===== src/rtl/coh_pkg.sv =====
`timescale 1ns/1ps
package coh_pkg;
  localparam int KIND_W = 2;
  typedef enum logic [1:0] {LS_I = 2'd0, LS_S = 2'd1, LS_E = 2'd2, LS_M = 2'd3} line_st_e;
  typedef enum logic [KIND_W-1:0] {MK_DATA = 2'd0, MK_PERM = 2'd1, MK_DATA_PERM = 2'd2} mreq_kind_e;
  typedef enum logic [1:0] {OWN_NONE = 2'd0, OWN_PROC = 2'd1, OWN_SNP = 2'd2} owner_e;
endpackage


===== src/rtl/coh_line_lock.sv =====
`timescale 1ns/1ps
module coh_line_lock
  import coh_pkg::*;
(
  input  logic   clk,
  input  logic   rst_n,
  input  logic   proc_req,
  input  logic   proc_rel,
  input  logic   snp_req,
  input  logic   snp_rel,
  output owner_e owner
);
  always_ff @(posedge clk or negedge rst_n) begin
    if (!rst_n) owner <= OWN_NONE;
    else begin
      unique case (owner)
        OWN_NONE: if (snp_req) owner <= OWN_SNP;
                  else if (proc_req) owner <= OWN_PROC;
        OWN_PROC: if (proc_rel) owner <= OWN_NONE;
        OWN_SNP:  if (snp_rel) owner <= OWN_NONE;
        default:  owner <= OWN_NONE;
      endcase
    end
  end

  AST_SNOOP_WINS: assert property (@(posedge clk) disable iff (!rst_n)
    (owner == OWN_NONE && snp_req && proc_req) |=> owner == OWN_SNP);
  AST_PROC_KEEPS_LOCK: assert property (@(posedge clk) disable iff (!rst_n)
    (owner == OWN_PROC && !proc_rel) |=> owner == OWN_PROC);
endmodule


===== src/rtl/coh_proc_eng.sv =====
`timescale 1ns/1ps
module coh_proc_eng
  import coh_pkg::*;
#(
  parameter int DATA_W = 32
) (
  input  logic              clk,
  input  logic              rst_n,
  input  logic              cpu_req_valid,
  output logic              cpu_req_ready,
  input  logic              cpu_req_write,
  input  logic [DATA_W-1:0] cpu_req_wdata,
  output logic              cpu_rsp_valid,
  input  logic              cpu_rsp_ready,
  output logic [DATA_W-1:0] cpu_rsp_rdata,
  output logic              mreq_valid,
  input  logic              mreq_ready,
  output logic [KIND_W-1:0] mreq_kind,
  input  logic              mrsp_valid,
  output logic              mrsp_ready,
  input  logic              mrsp_excl,
  input  logic [DATA_W-1:0] mrsp_data,
  input  logic              own,
  output logic              lock_req,
  output logic              lock_rel,
  input  line_st_e          line_st,
  input  logic [DATA_W-1:0] line_data,
  output logic              we,
  output line_st_e          st_nxt,
  output logic [DATA_W-1:0] data_nxt
);
  typedef enum logic [1:0] {P_IDLE, P_MREQ, P_MWAIT, P_RSP} pst_e;
  pst_e              pst;
  logic              is_wr;
  logic [DATA_W-1:0] wd_q;
  logic [DATA_W-1:0] rd_q;
  mreq_kind_e        kind_q;
  logic              accept, fill;

  assign cpu_req_ready = (pst == P_IDLE) && own;
  assign lock_req      = (pst == P_IDLE) && cpu_req_valid;
  assign mreq_valid    = (pst == P_MREQ);
  assign mreq_kind     = kind_q;
  assign mrsp_ready    = (pst == P_MWAIT);
  assign cpu_rsp_valid = (pst == P_RSP);
  assign cpu_rsp_rdata = rd_q;
  assign lock_rel      = (pst == P_RSP) && cpu_rsp_ready;
  assign accept        = cpu_req_valid && cpu_req_ready;
  assign fill          = mrsp_valid && mrsp_ready;

  always_comb begin
    we       = 1'b0;
    st_nxt   = line_st;
    data_nxt = line_data;
    if (accept && cpu_req_write && line_st == LS_M) begin
      we       = 1'b1;
      data_nxt = cpu_req_wdata;
    end else if (fill) begin
      we = 1'b1;
      if (is_wr) begin
        st_nxt   = LS_M;
        data_nxt = wd_q;
      end else begin
        st_nxt   = mrsp_excl ? LS_E : LS_S;
        data_nxt = mrsp_data;
      end
    end
  end

  always_ff @(posedge clk or negedge rst_n) begin
    if (!rst_n) begin
      pst    <= P_IDLE;
      is_wr  <= 1'b0;
      wd_q   <= '0;
      rd_q   <= '0;
      kind_q <= MK_DATA;
    end else begin
      unique case (pst)
        P_IDLE: if (accept) begin
          is_wr <= cpu_req_write;
          wd_q  <= cpu_req_wdata;
          if (cpu_req_write) begin
            if (line_st == LS_M) begin
              rd_q <= cpu_req_wdata;
              pst  <= P_RSP;
            end else begin
              kind_q <= (line_st == LS_I) ? MK_DATA_PERM : MK_PERM;
              pst    <= P_MREQ;
            end
          end else if (line_st != LS_I) begin
            rd_q <= line_data;
            pst  <= P_RSP;
          end else begin
            kind_q <= MK_DATA;
            pst    <= P_MREQ;
          end
        end
        P_MREQ:  if (mreq_ready) pst <= P_MWAIT;
        P_MWAIT: if (fill) begin
          rd_q <= is_wr ? wd_q : mrsp_data;
          pst  <= P_RSP;
        end
        P_RSP:   if (cpu_rsp_ready) pst <= P_IDLE;
        default: pst <= P_IDLE;
      endcase
    end
  end

  AST_RSP_LINE_VALID: assert property (@(posedge clk) disable iff (!rst_n)
    cpu_rsp_valid |-> line_st != LS_I);
  AST_LOAD_MISS_FETCH: assert property (@(posedge clk) disable iff (!rst_n)
    (accept && !cpu_req_write && line_st == LS_I) |=> (mreq_valid && mreq_kind == MK_DATA));
  AST_STORE_NEEDS_GRANT: assert property (@(posedge clk) disable iff (!rst_n)
    (accept && cpu_req_write && line_st != LS_M) |=> mreq_valid);
  AST_OPEN_TXN_OWNS: assert property (@(posedge clk) disable iff (!rst_n)
    (pst != P_IDLE) |-> own);
  AST_MREQ_HOLD: assert property (@(posedge clk) disable iff (!rst_n)
    (mreq_valid && !mreq_ready) |=> (mreq_valid && $stable(mreq_kind)));
  AST_RSP_HOLD: assert property (@(posedge clk) disable iff (!rst_n)
    (cpu_rsp_valid && !cpu_rsp_ready) |=> (cpu_rsp_valid && $stable(cpu_rsp_rdata)));
endmodule


===== src/rtl/coh_snoop_eng.sv =====
`timescale 1ns/1ps
module coh_snoop_eng
  import coh_pkg::*;
#(
  parameter int DATA_W = 32
) (
  input  logic              clk,
  input  logic              rst_n,
  input  logic              snp_valid,
  output logic              snp_ready,
  input  logic              snp_inval,
  output logic              sack_valid,
  input  logic              sack_ready,
  output logic              sack_has_data,
  output logic [DATA_W-1:0] sack_data,
  input  logic              own,
  output logic              lock_req,
  output logic              lock_rel,
  input  line_st_e          line_st,
  input  logic [DATA_W-1:0] line_data,
  output logic              we,
  output line_st_e          st_nxt
);
  logic              busy;
  logic              has_q;
  logic [DATA_W-1:0] dat_q;

  assign snp_ready     = !busy && own;
  assign lock_req      = !busy && snp_valid;
  assign we            = snp_valid && snp_ready;
  assign sack_valid    = busy;
  assign sack_has_data = has_q;
  assign sack_data     = dat_q;
  assign lock_rel      = busy && sack_ready;

  always_comb begin
    if (snp_inval) st_nxt = LS_I;
    else if (line_st == LS_M || line_st == LS_E) st_nxt = LS_S;
    else st_nxt = line_st;
  end

  always_ff @(posedge clk or negedge rst_n) begin
    if (!rst_n) begin
      busy  <= 1'b0;
      has_q <= 1'b0;
      dat_q <= '0;
    end else if (!busy) begin
      if (we) begin
        busy  <= 1'b1;
        has_q <= (line_st == LS_M);
        dat_q <= line_data;
      end
    end else if (sack_ready) begin
      busy <= 1'b0;
    end
  end

  AST_INVAL_CLEARS: assert property (@(posedge clk) disable iff (!rst_n)
    (we && snp_inval) |=> line_st == LS_I);
  AST_READ_DROPS_OWNERSHIP: assert property (@(posedge clk) disable iff (!rst_n)
    (we && !snp_inval) |=> (line_st == LS_I || line_st == LS_S));
  AST_SACK_HOLD: assert property (@(posedge clk) disable iff (!rst_n)
    (sack_valid && !sack_ready) |=> (sack_valid && $stable(sack_has_data) && $stable(sack_data)));
endmodule


===== src/rtl/coh_line_ctrl.sv =====
`timescale 1ns/1ps
module coh_line_ctrl
  import coh_pkg::*;
#(
  parameter int DATA_W = 32
) (
  input  logic              clk,
  input  logic              rst_n,
  input  logic              cpu_req_valid,
  output logic              cpu_req_ready,
  input  logic              cpu_req_write,
  input  logic [DATA_W-1:0] cpu_req_wdata,
  output logic              cpu_rsp_valid,
  input  logic              cpu_rsp_ready,
  output logic [DATA_W-1:0] cpu_rsp_rdata,
  output logic              mreq_valid,
  input  logic              mreq_ready,
  output logic [1:0]        mreq_kind,
  input  logic              mrsp_valid,
  output logic              mrsp_ready,
  input  logic              mrsp_excl,
  input  logic [DATA_W-1:0] mrsp_data,
  input  logic              snp_valid,
  output logic              snp_ready,
  input  logic              snp_inval,
  output logic              sack_valid,
  input  logic              sack_ready,
  output logic              sack_has_data,
  output logic [DATA_W-1:0] sack_data,
  output logic [1:0]        line_state
);
  owner_e            owner;
  line_st_e          st_q, p_st, s_st;
  logic [DATA_W-1:0] data_q, p_data;
  logic              p_we, s_we, p_lreq, p_lrel, s_lreq, s_lrel;

  coh_line_lock u_lock (
    .clk(clk), .rst_n(rst_n),
    .proc_req(p_lreq), .proc_rel(p_lrel),
    .snp_req(s_lreq), .snp_rel(s_lrel),
    .owner(owner)
  );

  coh_proc_eng #(.DATA_W(DATA_W)) u_proc (
    .clk(clk), .rst_n(rst_n),
    .cpu_req_valid(cpu_req_valid), .cpu_req_ready(cpu_req_ready),
    .cpu_req_write(cpu_req_write), .cpu_req_wdata(cpu_req_wdata),
    .cpu_rsp_valid(cpu_rsp_valid), .cpu_rsp_ready(cpu_rsp_ready),
    .cpu_rsp_rdata(cpu_rsp_rdata),
    .mreq_valid(mreq_valid), .mreq_ready(mreq_ready), .mreq_kind(mreq_kind),
    .mrsp_valid(mrsp_valid), .mrsp_ready(mrsp_ready),
    .mrsp_excl(mrsp_excl), .mrsp_data(mrsp_data),
    .own(owner == OWN_PROC), .lock_req(p_lreq), .lock_rel(p_lrel),
    .line_st(st_q), .line_data(data_q),
    .we(p_we), .st_nxt(p_st), .data_nxt(p_data)
  );

  coh_snoop_eng #(.DATA_W(DATA_W)) u_snoop (
    .clk(clk), .rst_n(rst_n),
    .snp_valid(snp_valid), .snp_ready(snp_ready), .snp_inval(snp_inval),
    .sack_valid(sack_valid), .sack_ready(sack_ready),
    .sack_has_data(sack_has_data), .sack_data(sack_data),
    .own(owner == OWN_SNP), .lock_req(s_lreq), .lock_rel(s_lrel),
    .line_st(st_q), .line_data(data_q),
    .we(s_we), .st_nxt(s_st)
  );

  always_ff @(posedge clk or negedge rst_n) begin
    if (!rst_n) begin
      st_q   <= LS_I;
      data_q <= '0;
    end else if (s_we) begin
      st_q <= s_st;
    end else if (p_we) begin
      st_q   <= p_st;
      data_q <= p_data;
    end
  end

  assign line_state = st_q;

  AST_ONE_WRITER: assert property (@(posedge clk) disable iff (!rst_n)
    !(p_we && s_we));
  AST_WRITER_OWNS: assert property (@(posedge clk) disable iff (!rst_n)
    (p_we |-> owner == OWN_PROC) and (s_we |-> owner == OWN_SNP));
  AST_M_NEEDS_GRANT: assert property (@(posedge clk) disable iff (!rst_n)
    (st_q == LS_M && $past(st_q) != LS_M) |-> $past(mrsp_valid && mrsp_ready));
  AST_DATA_WRITE_RULE: assert property (@(posedge clk) disable iff (!rst_n)
    !$stable(data_q) |-> ($past(st_q) == LS_M || $past(mrsp_valid && mrsp_ready)));
endmodule


===== config.mk =====
export PLATFORM = sky130hd
export DESIGN_NAME = coh_line_ctrl
export DESIGN_NICKNAME = d
export VERILOG_FILES = /design/src/rtl/coh_pkg.sv /design/src/rtl/coh_line_lock.sv /design/src/rtl/coh_proc_eng.sv /design/src/rtl/coh_snoop_eng.sv /design/src/rtl/coh_line_ctrl.sv
export SDC_FILE = /design/constraint.sdc
export NUM_CORES = 1
export LEC_CHECK = 0
export ABC_CLOCK_PERIOD_IN_PS = 3600
export CAP_MARGIN = 25
export CORE_ASPECT_RATIO = 1.1
export CORE_MARGIN = 2
export CORE_UTILIZATION = 53
export DETAILED_ROUTE_END_ITERATION = 12
export PLACE_DENSITY = 0.82
export SLEW_MARGIN = 10
export SYNTH_ARGS = -nofsm -noshare
export SYNTH_HDL_FRONTEND = slang
export SYNTH_HIERARCHICAL = 1
export SYNTH_SLANG_ARGS = --single-unit

===== constraint.sdc =====
create_clock -name clk -period 3.6 [get_ports clk]
set_input_delay 0.36 -clock clk [delete_from_list [all_inputs] [get_ports clk]]
set_output_delay 0.36 -clock clk [all_outputs]
set_load 0.01 [all_outputs]

# --- After elaboration in Yosys (flattened, before gate mapping) ---
# Cells that the tools add are included.
# W data, S select, Z words.
word_totals:
  ff_bits: 139
  latchBits: 0
  ramBits: 0
  rom_bits: 0
  in_bits: 75
  output_inout_bits: 75
  elab_cells: 100
  mem_count: 0
classes:
  n_addsub: 0
  n_mul: 0
  div_mod_pow: 0
  n_lt_le_gt_ge: 0
  n_eq_ne: 20
  n_shift: 0
  n_mux: 38
  bitwise: 2
  n_reduce_logical: 29
op_table:
  columns: ["operator", "count"]
  rows:
  - ["$mux W32", 7]
  - ["$pmux W32 S2", 1]
  - ["$mux W2", 23]
  - ["$ne A2 B2 Y1 const B", 6]
  - ["$reduce_and A4 Y1", 3]
  - ["$logic_and A1 B1 Y1", 11]
  - ["$eq A2 B2 Y1 const B", 5]
  - ["$reduce_bool A2 Y1", 5]
  - ["$ne A3 B3 Y1 const B", 3]
  - ["$pmux W2 S4", 1]
  - ["$logic_not A2 Y1", 3]
  - ["$ne A2 B1 Y1 const B", 3]
  - ["$pmux W2 S3", 1]
  - ["$reduce_and A3 Y1", 2]
  - ["$mux W1", 5]
  - ["$reduce_and A5 Y1", 1]
  - ["$eq A2 B1 Y1 const B", 2]
  - ["$reduce_and A2 Y1", 2]
  - ["$ne A3 B2 Y1 const B", 1]
  - ["$not A1 Y1", 2]
  - ["$logic_not A1 Y1", 1]
  - ["$logic_or A1 B1 Y1", 1]

# --- Depth between registers and ports, before layout ---
logic_depth:
  word_depth: 8
  depth_mapped: 10

# --- Cells and area by module ---
# The synthesis kept the hierarchy.
modules_own_cells:
  columns: ["mod", "instances", "cells_per_inst", "area_each_um2"]
  rows:
  - ["coh_proc_eng", 1, 543, 4564.4]
  - ["coh_line_ctrl", 1, 79, 1451.4]
  - ["coh_snoop_eng", 1, 83, 1433.9]
  - ["coh_line_lock", 1, 8, 92.6]

# --- Least setup slack after synthesis ---
# No wires, ideal clock.
synth_path:
  path_kind: "reg2reg"
  startpoint: "register u_proc.pst[0]"
  endpoint: "register data_q[0]"
  arrival_time_ns: 2.187
  path_slack_ns: 1.288
  stages_incl_launch_ff: 11
  synth_period_minus_slack_ns: 2.312
  path_cell_list: "dfrtp_1 inv_1 ha_1 and2_1 clkbuf_1 clkbuf_1 or2_2 nor2b_1 buf_6 buf_12 mux2_4"
synth_between:
  word_cells_on_any_way: 12
synth_rtl:
  columns: ["element", "line", "text"]
  rows:
  - ["start: declaration", "coh_proc_eng.sv:33", "pst_e pst;"]
  - ["start signal: assignment", "coh_proc_eng.sv:72", "pst <= P_IDLE;"]
  - ["start signal: assignment", "coh_proc_eng.sv:85", "pst <= P_RSP;"]
  - ["start signal: assignment", "coh_proc_eng.sv:88", "pst <= P_MREQ;"]
  - ["$eq A2 B2 Y1", "coh_proc_eng.sv:44", "assign mrsp_ready = (pst == P_MWAIT);"]
  - ["net mrsp_ready", "coh_line_ctrl.sv:20", "output logic mrsp_ready,"]
  - ["$logic_and A1 B1 Y1", "coh_proc_eng.sv:49", "assign fill = mrsp_valid && mrsp_ready;"]
  - ["$mux W1", "coh_proc_eng.sv:58", "end else if (fill) begin"]
  - ["$mux W1", "coh_proc_eng.sv:55", "if (accept && cpu_req_write && line_st == LS_M) begin"]
  - ["net p_we", "coh_line_ctrl.sv:35", "logic p_we, s_we, p_lreq, p_lrel, s_lreq, s_lrel;"]
  - ["$reduce_and A3 Y1 (no source line)", null, null]
  - ["end signal: assignment", "coh_line_ctrl.sv:76", "data_q <= p_data;"]
  - ["end: declaration", "coh_line_ctrl.sv:34", "logic [DATA_W-1:0] data_q, p_data;"]
# The timed path passes the listed nets, and every way through them passes these cells.
# A chain may end at the register's enable or synchronous reset.

# --- Final worst setup path ---
layout_path:
  startpoint: "register u_proc.pst[0]"
  endpoint: "output mrsp_ready"
layout_between:
  elab_chain_len: 1
layout_lines:
  columns: ["element", "line"]
  rows:
  - ["$eq A2 B2 Y1", "coh_proc_eng.sv:44"]
  - ["end: declaration", "coh_line_ctrl.sv:20"]
# No other way between the ends.

==> impl_metrics.py <==
metrics = {
    "status": {
        "outcome": "completed",
    },
    "synthesis": {
        "ys_seq_elements": 139,
        "synth_area_um2": 7540,
        "synth_edf_count": 0,
        "synth.area.top_cells": "dfrtp_1 (46%), mux2_4 (17%), nand2_1 (8.4%)",
        "synth_top_area_share_pct": 46.1,
        "synthDistinctLibCells": 32,
        "syn_avg_cell_area_um2": 10.6,
        "syn-num-nets": 793,
        "synth_flop_cell": "dfrtp_1",
        "synth_warnings": 6,
        "synth_top_area_cell": "dfrtp_1",
        "seq_area_frac_synth_pct": 46.1,
        "async_flop_share_pct": 100,
        "netlist_instances": 713,
    },
    "timing": {
        "post-route-period-util_pct": 86.4,
        "hold_violations": 0,
        "skew_ps": 7.97,
        "fin_tns_setup_ps": 0,
        "period_needed_ps": 3110,
        "setup_ws_ps": 488,
        "fmax_mhz": 321,
        "fin_hold_ws_ps": 429,
        "rsz0062_at_grt": "no",
        "slew-limit-headroom_pct": 49.5,
        "setup-violations-final": 0,
        "worst-slew-pin-transition_ps": 756,
        "slew_viol_final": 0,
    },
    "finish": {
        "layout.area.seq_um2": 3480,
        "diodes": 0,
        "area_growth_pct": 29.5,
        "final_cells": 1045,
        "fillers": 978,
        "drive_gt1_share_pct": 18.1,
        "multi_input_area_um2": 3720,
        "final_nets": 924,
        "final_core_util_pct": 70.5,
    },
    "critical_path": {
        "crit_path_start_kind": "flop",
        "arrival_ps": 2750,
        "critical_path_class": "flop to primary output",
        "critPathMaxFanout": 35,
        "cp.required_ps": 3240,
        "endpoint_kind": "primary output",
    },
    "route": {
        "drtIter0Drc": 516,
        "dr.pass1.iters": 5,
        "ant_nets": 0,
        "routed-via-count": 5887,
        "finalWirelength_um": 19800,
        "viasPerCell": 5.63,
        "routedWlPerCell_um": 19.0,
        "drc": 0,
    },
    "die": {
        "die_x_um": 118,
        "initial_utilization_pct": 54.5,
        "die_h_um": 129,
        "ios": 150,
        "rows": 45,
        "core_um2": 13900,
        "dieArea_um2": 15200,
    },
    "grt": {
        "grt-ovfl-total": 0,
        "grt_max_degree": 114,
        "antenna_found_initial": 0,
        "grt_pass1_wl_um": 31500,
        "grt_pass1_vias": 6198,
        "grt_use_total_pct": 26.2,
    },
    "placed_design": {
        "dp.cells": 1010,
        "dp_slack_ps": 825,
        "dp_hpwl_um": 12500,
        "globalplace.congestion": 0.836,
        "port_buffers": 149,
    },
    "min_path": {
        "hold_class": "primary input to asynchronous set/reset pin",
    },
    "run": {
        "drv_cap": 0,
    },
    "clock_tree": {
        "cts_made_buffers": 17,
        "htreeDepth": 4,
        "post_cts_buffers": 0,
        "cts-root-buf": "clkbuf_16",
        "cts_tree": "done",
        "clkSinkCount": 139,
        "clock_latency_ps": 420,
        "clockBufferDepth": 2,
        "path_clk_slew_ps": 60,
    },
    "pwr": {
        "irDropWorstVdd_v": 0.000406,
        "leakage_nw": 4.36,
        "powerDensity_nw_per_um2": 908,
    },
}
critical path, stage by stage, from the launching register on:
cell and delay, ps:
dfrtp_1 400, inv_1 140, ha_2 630, buf_4 470
clkdlybuf4s50_1 660
final cells by class:
cell class	count	area share, %
clock buffer	18	4.39
clock inverter	14	2.25
inverter	8	0.307
multi-input combinational	515	38.1
sequential	139	35.6
tap	188	2.41
timing repair buffer	163	16.9
Yosys cell counts (all sizes together) (2+ instances only):
cell type  instances
a31oi              2
nor2b             38
clkbuf            18
nand2            169
a21oi             36
buf               33
mux2i             38
mux2              96
ha                 5
o21ai             73
dfrtp            139
and2               6
nand3              4
nand3b             2
nand2b             2
inv                8
nor2               6
a211oi            32
layer usage:
metal,vias to the layer above,wire length (µm),part of all wire [%],GRT usage [%]
met1,2905,8080,41,31.6
met5,-,0,0,0
li1,2699,-,-,-
met4,0,473,2.4,11.2
met3,45,1050,5.3,5.46
met2,238,10200,52,46.0
logic make-up (layout without fill, tap and decap cells):
logic type / Yosys count / after routing / share of synthesized area [%]
muxes: 134 / 134 / 23.7
other: 1 / 1 / 0.0497
AOI/OAI and AO/OA: 145 / 145 / 10.9
and+or+nand+nor: 230 / 230 / 13.6
DFF: 139 / 139 / 46.1
buffers and inverters: 59 / 203 / 4.76
adders and majority gates: 5 / 5 / 0.829
per-stage QoR:
stage	instance area, µm²	power, W
4_1_cts	9710	0.00886
3_5_place_dp	9060	0.00688
5_1_grt	9770	0.00933
3_3_place_gp	9060	0.00672
6_report	9770	0.00887
2_1_floorplan	7540	0.00548
final timing paths:
| kind | startpoint | end | slack, ps | cells past startpoint |
|---|---|---|---|---|
| worst max-delay path | u_proc/pst[0]$_DFFE_PN0P_ | mrsp_ready | 490 | 4 |
| worst min-delay path | rst_n | u_lock/owner[1]$_DFFE_PN0P_ | 430 | 2 |
| worst max register to register | u_proc/pst[0]$_DFFE_PN0P_ | data_q[18]$_DFFE_PN0P_ | 730 | 8 |
| worst min register to register | u_proc/wd_q[1]$_DFFE_PN0P_ | u_proc/wd_q[1]$_DFFE_PN0P_ | 480 | 2 |
| max in group asynchronous | rst_n | u_snoop/sack_data[21]$_DFFE_PN0P_ | 2430 | 3 |
| min in group clk | u_proc/wd_q[1]$_DFFE_PN0P_ | u_proc/wd_q[1]$_DFFE_PN0P_ | 480 | 2 |
sequential cells by signal, summed over array words and instances, names as in the netlist:
name and count:
u_proc/cpu_rsp_rdata 32, u_proc/is_wr 1, u_proc/wd_q 32, u_lock/owner 2
u_snoop/sack_valid 1, data_q 32, u_snoop/sack_has_data 1, u_proc/pst 2
u_snoop/sack_data 32, u_proc/mreq_kind 2, line_state 2
cell usage in the layout, fill, tap and decap left out, types with 2 or more instances in the layout:
cell,instances
inv_1,8
a211oi_1,32
nand2_1,169
nor2_1,5
o21ai_0,73
nand3_1,2
bufinv_16,5
nor2b_1,37
a21oi_1,34
clkinv_4,3
mux2i_1,38
ha_1,4
mux2_2,9
and2_2,2
a21oi_2,2
and2_1,4
nand3_2,2
buf_12,3
a31oi_1,2
nand2b_1,2
clkdlybuf4s50_1,147
clkinvlp_4,4
mux2_4,87
clkbuf_16,17
dfrtp_1,138
buf_4,9
power by group:
group / internal (W) / switching [W] / leakage [nW]
clock network: 0.00123 / 0.000689 / 0.303
registers: 0.00228 / 0.000594 / 1.79
logic: 0.00238 / 0.00170 / 2.27
timing repair:
item	CTS	global route
endpoints found under the hold margin	0	42
resized for setup	0	0
hold buffers	0	1
setup endpoints to repair	0	0
Note: power is estimated with default switching activity, not from simulation.
